File: src/rtl/smm_win_pkg.sv
// Shared types and constants for the SMM window controller.
// Assumes an 8-bit configuration data path with fixed bit positions.
package smm_win_pkg;
    typedef struct packed {
        logic open;
        logic closed;
        logic lock;
        logic gen;
    } smm_ctl_t;

    localparam logic [2:0] BASE_SEG_CODE = 3'b010;
    localparam int         CFG_DW        = 8;
    localparam int         BIT_OPEN      = 6;
    localparam int         BIT_CLOSED    = 5;
    localparam int         BIT_LOCK      = 4;
    localparam int         BIT_GEN       = 3;
endpackage

File: src/rtl/smm_ctl_reg.sv
// Control register for the SMM window.
// Holds open/closed/lock/enable and applies the sticky-lock write rules.
// Assumes writes take effect at the clock edge that samples cfg_we.
module smm_ctl_reg
    import smm_win_pkg::*;
#(
    parameter int                CFG_AW     = 8,
    parameter logic [CFG_AW-1:0] CFG_OFFSET = 8'h90
) (
    input  logic              clk,
    input  logic              rst_n,
    input  logic [CFG_AW-1:0] cfg_addr,
    input  logic              cfg_we,
    input  logic [CFG_DW-1:0] cfg_wdata,
    output logic [CFG_DW-1:0] cfg_rdata,
    output smm_ctl_t          ctl
);
    smm_ctl_t ctl_q;
    logic     hit;

    assign hit = (cfg_addr == CFG_OFFSET);
    assign ctl = ctl_q;

    // Register update: closed always writable, the rest frozen by lock.
    always_ff @(posedge clk) begin
        if (!rst_n) begin
            ctl_q <= '0;
        end else if (cfg_we && hit) begin
            ctl_q.closed <= cfg_wdata[BIT_CLOSED];
            if (!ctl_q.lock) begin
                ctl_q.gen  <= cfg_wdata[BIT_GEN];
                ctl_q.lock <= cfg_wdata[BIT_LOCK];
                ctl_q.open <= cfg_wdata[BIT_OPEN] & ~cfg_wdata[BIT_LOCK];
            end
        end
    end

    // Read mux: field image at the decoded offset, zero elsewhere.
    always_comb begin
        if (hit) cfg_rdata = {1'b0, ctl_q.open, ctl_q.closed, ctl_q.lock, ctl_q.gen, BASE_SEG_CODE};
        else     cfg_rdata = '0;
    end

    assert_lock_sticky_R7: assert property (@(posedge clk) disable iff (!rst_n)
        ctl_q.lock |=> ctl_q.lock);
    assert_open_clear_R7: assert property (@(posedge clk) disable iff (!rst_n)
        ctl_q.lock |-> !ctl_q.open);
    assert_gen_frozen_R7: assert property (@(posedge clk) disable iff (!rst_n)
        ctl_q.lock |=> $stable(ctl_q.gen));
endmodule

File: src/rtl/smm_win_decode.sv
// Combinational window decoder.
// Classifies an access as window DRAM, downstream, or unclaimed.
// Assumes the window is one contiguous range [WIN_BASE, WIN_BASE+WIN_SIZE).
module smm_win_decode
    import smm_win_pkg::*;
#(
    parameter int                ADDR_W   = 32,
    parameter logic [ADDR_W-1:0] WIN_BASE = 32'h000A_0000,
    parameter logic [ADDR_W-1:0] WIN_SIZE = 32'h0002_0000
) (
    input  smm_ctl_t          ctl,
    input  logic [ADDR_W-1:0] addr,
    input  logic              smm,
    input  logic              code,
    output logic              to_dram,
    output logic              to_down
);
    localparam logic [ADDR_W-1:0] WIN_LAST = WIN_BASE + WIN_SIZE - 1'b1;

    logic in_win;
    logic visible;

    // Window hit and visibility: SMM uses closed/code, others use open.
    always_comb begin
        in_win  = (addr >= WIN_BASE) && (addr <= WIN_LAST);
        visible = ctl.gen && (smm ? (code || !ctl.closed) : (ctl.open && !ctl.lock));
        to_dram = in_win && visible;
        to_down = in_win && !visible;
    end
endmodule

File: src/rtl/smm_win_ctrl.sv
// Top of the SMM window controller: register, decoder and route register.
// Route outputs appear one cycle after the access strobe; map_freeze
// mirrors the lock bit for neighbouring memory-map registers.
module smm_win_ctrl
    import smm_win_pkg::*;
#(
    parameter int                ADDR_W     = 32,
    parameter int                CFG_AW     = 8,
    parameter logic [CFG_AW-1:0] CFG_OFFSET = 8'h90,
    parameter logic [ADDR_W-1:0] WIN_BASE   = 32'h000A_0000,
    parameter logic [ADDR_W-1:0] WIN_SIZE   = 32'h0002_0000
) (
    input  logic              clk,
    input  logic              rst_n,
    input  logic [CFG_AW-1:0] cfg_addr,
    input  logic              cfg_we,
    input  logic [7:0]        cfg_wdata,
    output logic [7:0]        cfg_rdata,
    input  logic              acc_valid,
    input  logic [ADDR_W-1:0] acc_addr,
    input  logic              acc_smm,
    input  logic              acc_code,
    output logic              rt_valid,
    output logic              rt_dram,
    output logic              rt_down,
    output logic              map_freeze
);
    smm_ctl_t ctl;
    logic     dec_dram;
    logic     dec_down;

    smm_ctl_reg #(.CFG_AW(CFG_AW), .CFG_OFFSET(CFG_OFFSET)) u_reg (
        .clk       (clk),
        .rst_n     (rst_n),
        .cfg_addr  (cfg_addr),
        .cfg_we    (cfg_we),
        .cfg_wdata (cfg_wdata),
        .cfg_rdata (cfg_rdata),
        .ctl       (ctl)
    );

    smm_win_decode #(.ADDR_W(ADDR_W), .WIN_BASE(WIN_BASE), .WIN_SIZE(WIN_SIZE)) u_dec (
        .ctl     (ctl),
        .addr    (acc_addr),
        .smm     (acc_smm),
        .code    (acc_code),
        .to_dram (dec_dram),
        .to_down (dec_down)
    );

    assign map_freeze = ctl.lock;

    // Route register: capture the decode on each strobe, clear otherwise.
    always_ff @(posedge clk) begin
        if (!rst_n) begin
            rt_valid <= 1'b0;
            rt_dram  <= 1'b0;
            rt_down  <= 1'b0;
        end else begin
            rt_valid <= acc_valid;
            rt_dram  <= acc_valid & dec_dram;
            rt_down  <= acc_valid & dec_down;
        end
    end

    assert_route_excl_R6: assert property (@(posedge clk) disable iff (!rst_n)
        !(rt_dram && rt_down));
    assert_strobe_valid_R10: assert property (@(posedge clk) disable iff (!rst_n)
        acc_valid |=> rt_valid);
    assert_idle_quiet_R10: assert property (@(posedge clk) disable iff (!rst_n)
        !acc_valid |=> !(rt_valid || rt_dram || rt_down));
    assert_dram_needs_gen_R3: assert property (@(posedge clk) disable iff (!rst_n)
        (acc_valid && !ctl.gen) |=> !rt_dram);
endmodule

File: config.mk
export PLATFORM = sky130hd
export DESIGN_NAME = smm_win_ctrl
export DESIGN_NICKNAME = d
export VERILOG_FILES = /design/src/rtl/smm_win_pkg.sv /design/src/rtl/smm_ctl_reg.sv /design/src/rtl/smm_win_decode.sv /design/src/rtl/smm_win_ctrl.sv
export SDC_FILE = /design/constraint.sdc
export NUM_CORES = 1
export LEC_CHECK = 0
export BUFFER_PORTS_ARGS = -buffer_cell sky130_fd_sc_hd__buf_2
export CORE_MARGIN = 8
export CORE_UTILIZATION = 27
export CTS_BUF_LIST = sky130_fd_sc_hd__clkbuf_4 sky130_fd_sc_hd__clkbuf_8 sky130_fd_sc_hd__clkbuf_16
export CTS_CLUSTER_SIZE = 14
export DETAILED_ROUTE_END_ITERATION = 10
export GPL_TIMING_DRIVEN = 0
export PLACE_DENSITY = 0.82
export REMOVE_ABC_BUFFERS = 1
export SLEW_MARGIN = 20
export SYNTH_ARGS = -nofsm -noshare
export SYNTH_HDL_FRONTEND = slang
export SYNTH_SLANG_ARGS = --single-unit
File: constraint.sdc
create_clock -name clk -period 1 [get_ports clk]
set_input_delay 0 -clock clk [delete_from_list [all_inputs] [get_ports clk]]
set_output_delay 0 -clock clk [all_outputs]
set_load 0.005 [all_outputs]
# [Word level (Yosys, flattened, before mapping)]
# Index checks and enable logic that the tools add are counted.
[classes] order_cmp=2 eq_ne=1 muxes=3 bitwise=5 reduce_logical=11
[ops] operator="32-bit by 20-bit greater-or-equal comparator with 1-bit output, second input constant" count=1
[ops] operator="32-bit by 20-bit less-or-equal comparator with 1-bit output, second input constant" count=1
[ops] operator="8-bit equality test, second input constant" count=1
[ops] operator="7-bit 2-to-1 mux" count=1
[ops] operator="1-bit logical AND" count=6
[ops] operator="1-bit bitwise AND" count=3
[ops] operator="1-bit zero test" count=3
[ops] operator="2-bit 2-to-1 mux" count=1
[ops] operator="1-bit NOT" count=2
[ops] operator="2-bit AND reduction" count=1
[ops] operator="1-bit logical OR" count=1
[ops] operator="1-bit 2-to-1 mux" count=1
[totals] ff_bits=7 in_bits=54 out_inout_bits=12 word_cells=29

# [Longest topological paths before layout]
# Gate-level depths: netlist (run 1).
[logic_depth] word_depth=7 mapped_depth=4 ltp_nobuf=3

# [By module]
# A second synthesis (run 1) with hierarchy kept.
[unflattened] hier_cells=47 hier_area_um2=455.4
[by_module_without_submodules] mod="smm_ctl_reg" n_inst=1 cells_each=31 area_per_inst_um2=290.3 seq_area_each_um2=80.1
[by_module_without_submodules] mod="smm_win_decode" n_inst=1 cells_each=10 area_per_inst_um2=85.1 seq_area_each_um2=0.0
[by_module_without_submodules] mod="smm_win_ctrl" n_inst=1 cells_each=6 area_per_inst_um2=80.1 seq_area_each_um2=60.1

# [Least setup slack after synthesis (run 1)]
# OpenSTA, ideal clock, no wires.
[synth_path] path_type="reg2reg" from="register u_reg.ctl_q (netlist bit u_reg.ctl[1])" to="register rt_down" setup_time_ns=0.080 t_arrival_ns=0.747 required_time_ns=0.920 path_slack_ns=0.173 stages_incl_launch_ff=4 period_less_slack_ns=0.827 path_cell_list="dfxtp_1 -> nor2b_1 -> o211ai_1 -> nor3b_1"
[synth_via] elab_chain_cells=7
[synth_rtl] item="start: declaration" line_no="smm_ctl_reg.sv:18" rtl="smm_ctl_t ctl_q;"
[synth_rtl] item="1-bit zero test" line_no="smm_win_decode.sv:26" rtl="visible = ctl.gen && (smm ? (code || !ctl.closed) : (ctl.open && !ctl.lock));"
[synth_rtl] item="1-bit logical AND" line_no="smm_win_decode.sv:26"
[synth_rtl] item="1-bit 2-to-1 mux" line_no="smm_win_decode.sv:26"
[synth_rtl] item="1-bit logical AND" line_no="smm_win_decode.sv:26"
[synth_rtl] item="1-bit zero test" line_no="smm_win_decode.sv:28" rtl="to_down = in_win && !visible;"
[synth_rtl] item="1-bit logical AND" line_no="smm_win_decode.sv:28"
[synth_rtl] item="1-bit bitwise AND" line_no="smm_win_ctrl.sv:62" rtl="rt_down <= acc_valid & dec_down;"
[synth_rtl] item="end signal: assignment" line_no="smm_win_ctrl.sv:62"
[synth_rtl] item="end: declaration" line_no="smm_win_ctrl.sv:25" rtl="output logic rt_down,"
# Every way passes these cells.
# A chain may end at the register's enable or synchronous reset.

# [Worst setup path after layout (run 1)]
[layout_path] from="register u_reg.ctl_q (netlist bit u_reg.ctl[1])" to="output port cfg_rdata[4]"
[layout_via] elab_chain_cells=1
[layout_rtl] item="7-bit 2-to-1 mux" line_no="smm_ctl_reg.sv:40" rtl="if (hit) cfg_rdata = {1'b0, ctl_q.open, ctl_q.closed, ctl_q.lock, ctl_q.gen, BASE_SEG_CODE};"
[layout_rtl] item="end: declaration" line_no="smm_win_ctrl.sv:18" rtl="output logic [7:0] cfg_rdata,"
# Every way passes these cells.

==> flow_summary.json, run 1 <==
{
  "yosys-top-cells-area": "dfxtp_1 35%, mux2i_1 7.4%, and3_2 7.4%",
  "drtIter0Drc": 4,
  "io_pins": 66,
  "min_path_cells": 3,
  "p_total_mw": 0.665,
  "yosysTopAreaCell": "dfxtp_1",
  "startpoint_type": "flop",
  "cts_sinks": 7,
  "power.density_mw_per_mm2": 988,
  "clk_path_buf_depth": 2,
  "fillers": 165,
  "vias": 467,
  "yosysUniqueCellTypes": 21,
  "cts_made_buffers": 3,
  "async_flop_share_pct": 0,
  "reg2reg_slack_ps": 100,
  "power_switching_mw": 0.139,
  "die-area_mm2": 0.00300,
  "hold_violations": 0,
  "yosysTopAreaCellShare_pct": 34.6,
  "utilization_pct": 46.3,
  "worst_slack_ps": 95.4,
  "drtAntennaViolNets": 0,
  "gp_congestion": 0.706,
  "switching_share_pct": 20.8,
  "avgViaCountPerCell": 4.36,
  "status": "finished clean",
  "comb_power_share_pct": 15.8,
  "fp.dieW_um": 54.8,
  "post-place-ws_ps": 6.54,
  "r2r-start": "u_reg.ctl[1]",
  "fmax_mhz": 1110,
  "finalNetCount": 146,
  "grt_pass1_wl_um": 2020,
  "drv_slew": 0,
  "clk_pin_slew_ps": 50,
  "finalCritPeriodShare_pct": 90.5,
  "p_seq_share_pct": 42.5,
  "rows": 14,
  "yosys_warnings": 0,
  "ys_seq_elements": 7,
  "syn2layout_area_growth_pct": 66.0,
  "syn_area_per_cell_um2": 9.01,
  "rsz0062_at_grt": "no",
  "cp.required_ps": 1000,
  "drt_pass1_iterations": 3,
  "h-tree-depth": 1,
  "syn_inst": 45,
  "yosys-top-cells-count": "7 x dfxtp_1, 7 x nand2_1, 4 x and3_2, 4 x buf_4",
  "grt_pass1_vias": 477,
  "vdd.ir_drop.worst_mv": 0.517,
  "seq_area_frac_synth_pct": 34.6,
  "grtUsageTotal_pct": 9.06,
  "path_cells": "and3_2, buf_2",
  "min_path_type": "primary input to flop",
  "die_y_um": 54.8,
  "min_from": "cfg_wdata[6]",
  "drc": 0,
  "hpwl_um": 1170,
  "critPathArrivalTime_ps": 900,
  "timing_worst_setup_path_type": "flop to primary output",
  "setup_viol": 0,
  "grt_start_max_net_pins": 10,
  "wl_per_cell_um": 12.7,
  "synth_edf_count": 0,
  "min_to": "u_reg.ctl[3]",
  "internal_power_mw": 0.526,
  "timing.final.crit_period_ps": 905,
  "core_area_mm2": 0.00145,
  "slowest_delay_ps": 380,
  "drive_above_1_share_pct": 57.1,
  "power.leakage_nw": 0.362,
  "cap_viol_max_count": 0,
  "cts_resized": 0,
  "fin_skew_ps": 0.996,
  "finalSetupTns_ps": 0,
  "syn-cell-area_um2": 405,
  "reg2reg_to": "rt_down",
  "cts_root_buf": "clkbuf_4",
  "ys.flop_type": "dfxtp_1",
  "portBuffers": 41,
  "clkPwrFrac_pct": 41.7,
  "r2r_cells": 3,
  "start_util_pct": 27.9,
  "overflow": 0,
  "clkLatencyLatePin_ps": 240,
  "critical_path.max_fanout": 5,
  "cp_slowest_cell": "dfxtp_1",
  "cts_tree": "built",
  "worstSetupEndpointType": "primary output",
  "antenna_found_initial": 0,
  "antenna_cells": 0,
  "finalWirelength_um": 1350
}
## how the worst max path moves through the flow
stage | start | end | slack, ps
finish | u_reg.ctl[1] | cfg_rdata[4] | 100
floorplan | u_reg.ctl[1] | rt_down | 170
global placement | cfg_addr[1] | u_reg.ctl[0] | 30
global route | u_reg.ctl[1] | rt_down | 30
CTS | u_reg.ctl[1] | cfg_rdata[4] | 80
detailed placement | cfg_addr[1] | u_reg.ctl[0] | 7
## through the flow
step	hold WS [ps]	instances	instance area (µm²)
floorplan	113	42	378
global placement	238	99	603
detailed placement	254	99	603
CTS	14.8	107	673
global route	27.6	107	673
finish	21.1	107	673
## state kept, by name (all words and copies together) (netlist names)
signal and count:
rt_down 1, rt_dram 1, rt_valid 1, u_reg.ctl 4
## logic make-up after synthesis
kind of cell | Yosys count | synth area share, %
multiplexers | 3 | 7.41
AND/OR/NAND/NOR | 27 | 45.4
flip-flops | 7 | 34.6
AO/OA/AOI/OAI | 2 | 3.09
buffers and inverters | 5 | 8.64
other | 1 | 0.925
## cell usage in the layout, fill, tap and decap left out, types with 3 or more instances in the layout
cell	synthesis	layout
buf_2	1	41
nand2_1	7	7
dfxtp_1	7	7
and3_2	4	4
clkbuf_4	0	4
dlygate4sd3_1	0	4
mux2i_1	3	3
nand3b_1	3	3
nor4_1	3	3
conb_1	1	3
## timing repair
action                                 4_1_cts  5_1_grt
setup endpoints to repair                    0        0
endpoints found under the hold margin        4        0
buffers inserted                             0        0
hold buffers                                 4        0
## worst max-delay path, delay by kind of cell (launching register included)
family | cells | cell delay, ps
DFF | 1 | 380
buffers and inverters | 1 | 110
and+or+nand+nor | 1 | 180
## power by group through the flow
stage / clock network, mW / registers (mW) / logic (mW)
floorplan: 0 / 0.288 / 0.0193
global placement: 0 / 0.288 / 0.0898
detailed placement: 0 / 0.288 / 0.0931
CTS: 0.291 / 0.282 / 0.105
global route: 0.311 / 0.282 / 0.118
finish: 0.277 / 0.283 / 0.105
## per-layer routing
layer | wire [µm] | track usage [%] | vias to the layer above
met3 | 238 | 5.98 | 0
met1 | 471 | 9.41 | 192
met2 | 644 | 14.7 | 26
met5 | 0 | 0 | -
li1 | - | - | 249
met4 | 0 | 2.46 | 0
## area by class of cell
| cell class | count | area, µm² | area share (%) |
|---|---|---|---|
| clock buffers | 4 | 30.0 | 4.46 |
| multi-input cells | 35 | 238 | 35.3 |
| flip-flops and latches | 7 | 140 | 20.8 |
| well taps | 16 | 20.0 | 2.97 |
| repair buffers | 45 | 245 | 36.4 |
No activity file was read; power rests on OpenSTA's default activity.
==> inputs of run 2 (changes only) <==
Settings changed: MAX_ROUTING_LAYER set to met4.
==> run 2 against run 1 <==
Net effect:
- die area stayed put
- clock power hardly changed
- setup slack about the same
- wire length unchanged
- sequential cell count did not move
- first-iteration DRC count up 25%
- total power about the same
- fmax is essentially flat
- sequential power barely moved
- cell area is the same
- via count stayed put
- cell count stayed put
- critical path type unchanged
==> flow_summary.json, run 2 (same netlist as run 1, synthesis figures left out) <==
{
  "status": "finished clean",
  "fin_skew_ps": 0.996,
  "drt_pass1_iterations": 3,
  "drtAntennaViolNets": 0,
  "cts_sinks": 7,
  "core_area_mm2": 0.00145,
  "finalNetCount": 146,
  "power.leakage_nw": 0.362,
  "startpoint_type": "flop",
  "fmax_mhz": 1110,
  "final_common_cell": "buf_2",
  "rsz0062_at_grt": "no",
  "clk_pin_slew_ps": 50,
  "utilization_pct": 46.3,
  "fp.dieW_um": 54.8,
  "timing.final.crit_period_ps": 905,
  "critical_path.max_fanout": 5,
  "hpwl_um": 1170,
  "vias": 467,
  "clk_path_buf_depth": 2,
  "critPathArrivalTime_ps": 900,
  "layout.cells.non_filler": 107,
  "drv_slew": 0,
  "design_area_um2": 673,
  "start_util_pct": 27.9,
  "overflow": 0,
  "h-tree-depth": 1,
  "die-area_mm2": 0.00300,
  "drtIter0Drc": 5,
  "finalCritPeriodShare_pct": 90.5,
  "cts_hold_repair.buffers": 4,
  "worstSetupEndpointType": "primary output",
  "drc": 0,
  "cp_slowest_cell": "dfxtp_1",
  "vdd.ir_drop.worst_mv": 0.517,
  "cap_viol_max_count": 0,
  "cts_tree": "built",
  "cts_root_buf": "clkbuf_4",
  "power.density_mw_per_mm2": 988,
  "avgViaCountPerCell": 4.36,
  "setup_viol": 0,
  "die_y_um": 54.8,
  "syn2layout_area_growth_pct": 66.0,
  "portBuffers": 41,
  "path_cells": "and3_2, buf_2",
  "cts_resized": 0,
  "grt_pass1_wl_um": 2020,
  "wl_per_cell_um": 12.7,
  "finalWirelength_um": 1350,
  "finalSetupTns_ps": 0,
  "final_cell_mix": "41 x buf_2, 7 x nand2_1, 7 x dfxtp_1",
  "post_dp_cell_area_um2": 603,
  "antenna_found_initial": 0,
  "cts_setup_buffers": 0,
  "drive_above_1_share_pct": 57.1,
  "largest_register_ffs": 4,
  "crit_buf_inv": 1,
  "cp.required_ps": 1000,
  "cts_made_buffers": 3,
  "clkLatencyLatePin_ps": 240,
  "slowest_delay_ps": 380,
  "cp_top_family": "flip-flops",
  "timing_worst_setup_path_type": "flop to primary output",
  "antenna_cells": 0,
  "grt_start_max_net_pins": 10,
  "dp_cells": 99,
  "grtUsageTotal_pct": 9.33,
  "rows": 14,
  "grt_pass1_vias": 478,
  "io_pins": 66,
  "min_path_type": "primary input to flop",
  "hold_violations": 0,
  "gp_congestion": 0.714
}
## run 2: cell counts in the layout (fill, tap and decap cells not counted)
Identical to the previous run, type by type.
## run 2: worst reg2reg max path: stages (launching register included)
cell	delay (ps)
dfxtp_1	380
nor2b_1	70
o211ai_1	190
nor3b_1	190
## run 2: layout make-up
| class | count | area [µm²] |
|---|---|---|
| well taps | 16 | 20.0 |
| fillers | 165 | 781 |
| multi-input cells | 35 | 238 |
| clock buffers | 4 | 30.0 |
| repair buffers | 45 | 245 |
| flip-flops and latches | 7 | 140 |
## run 2: power breakdown
part	internal [mW]	total, mW	switching (mW)
combinational	0.0658	0.105	0.0394
sequential	0.282	0.283	0.000957
clock	0.179	0.277	0.0982
## run 2: per-stage QoR
stage               setup WS (ps)  power, mW  hold WS (ps)
finish                       95.4      0.665          21.1
global route                 28.4      0.711          27.6
CTS                          84.9      0.679          14.8
detailed placement           6.54      0.381           254
global placement             25.1      0.378           238
floorplan                     173      0.308           113
## run 2: final timing paths
path           startpoint      endpoint  slack [ps]  depth (start not counted)
max reg2reg  u_reg.ctl[1]       rt_down         100                          3
max          u_reg.ctl[1]  cfg_rdata[4]         100                          2
min reg2reg  u_reg.ctl[3]  u_reg.ctl[3]         460                          2
min          cfg_wdata[6]  u_reg.ctl[3]          20                          3
## run 2: routing by layer
layer  up-vias  track usage, %  share of wire, %
met3         0            5.43                16
met1       192            9.72                36
met5         -               -                 0
met2        26            14.7                48
met4         0            2.46                 0
li1        249               -                 -
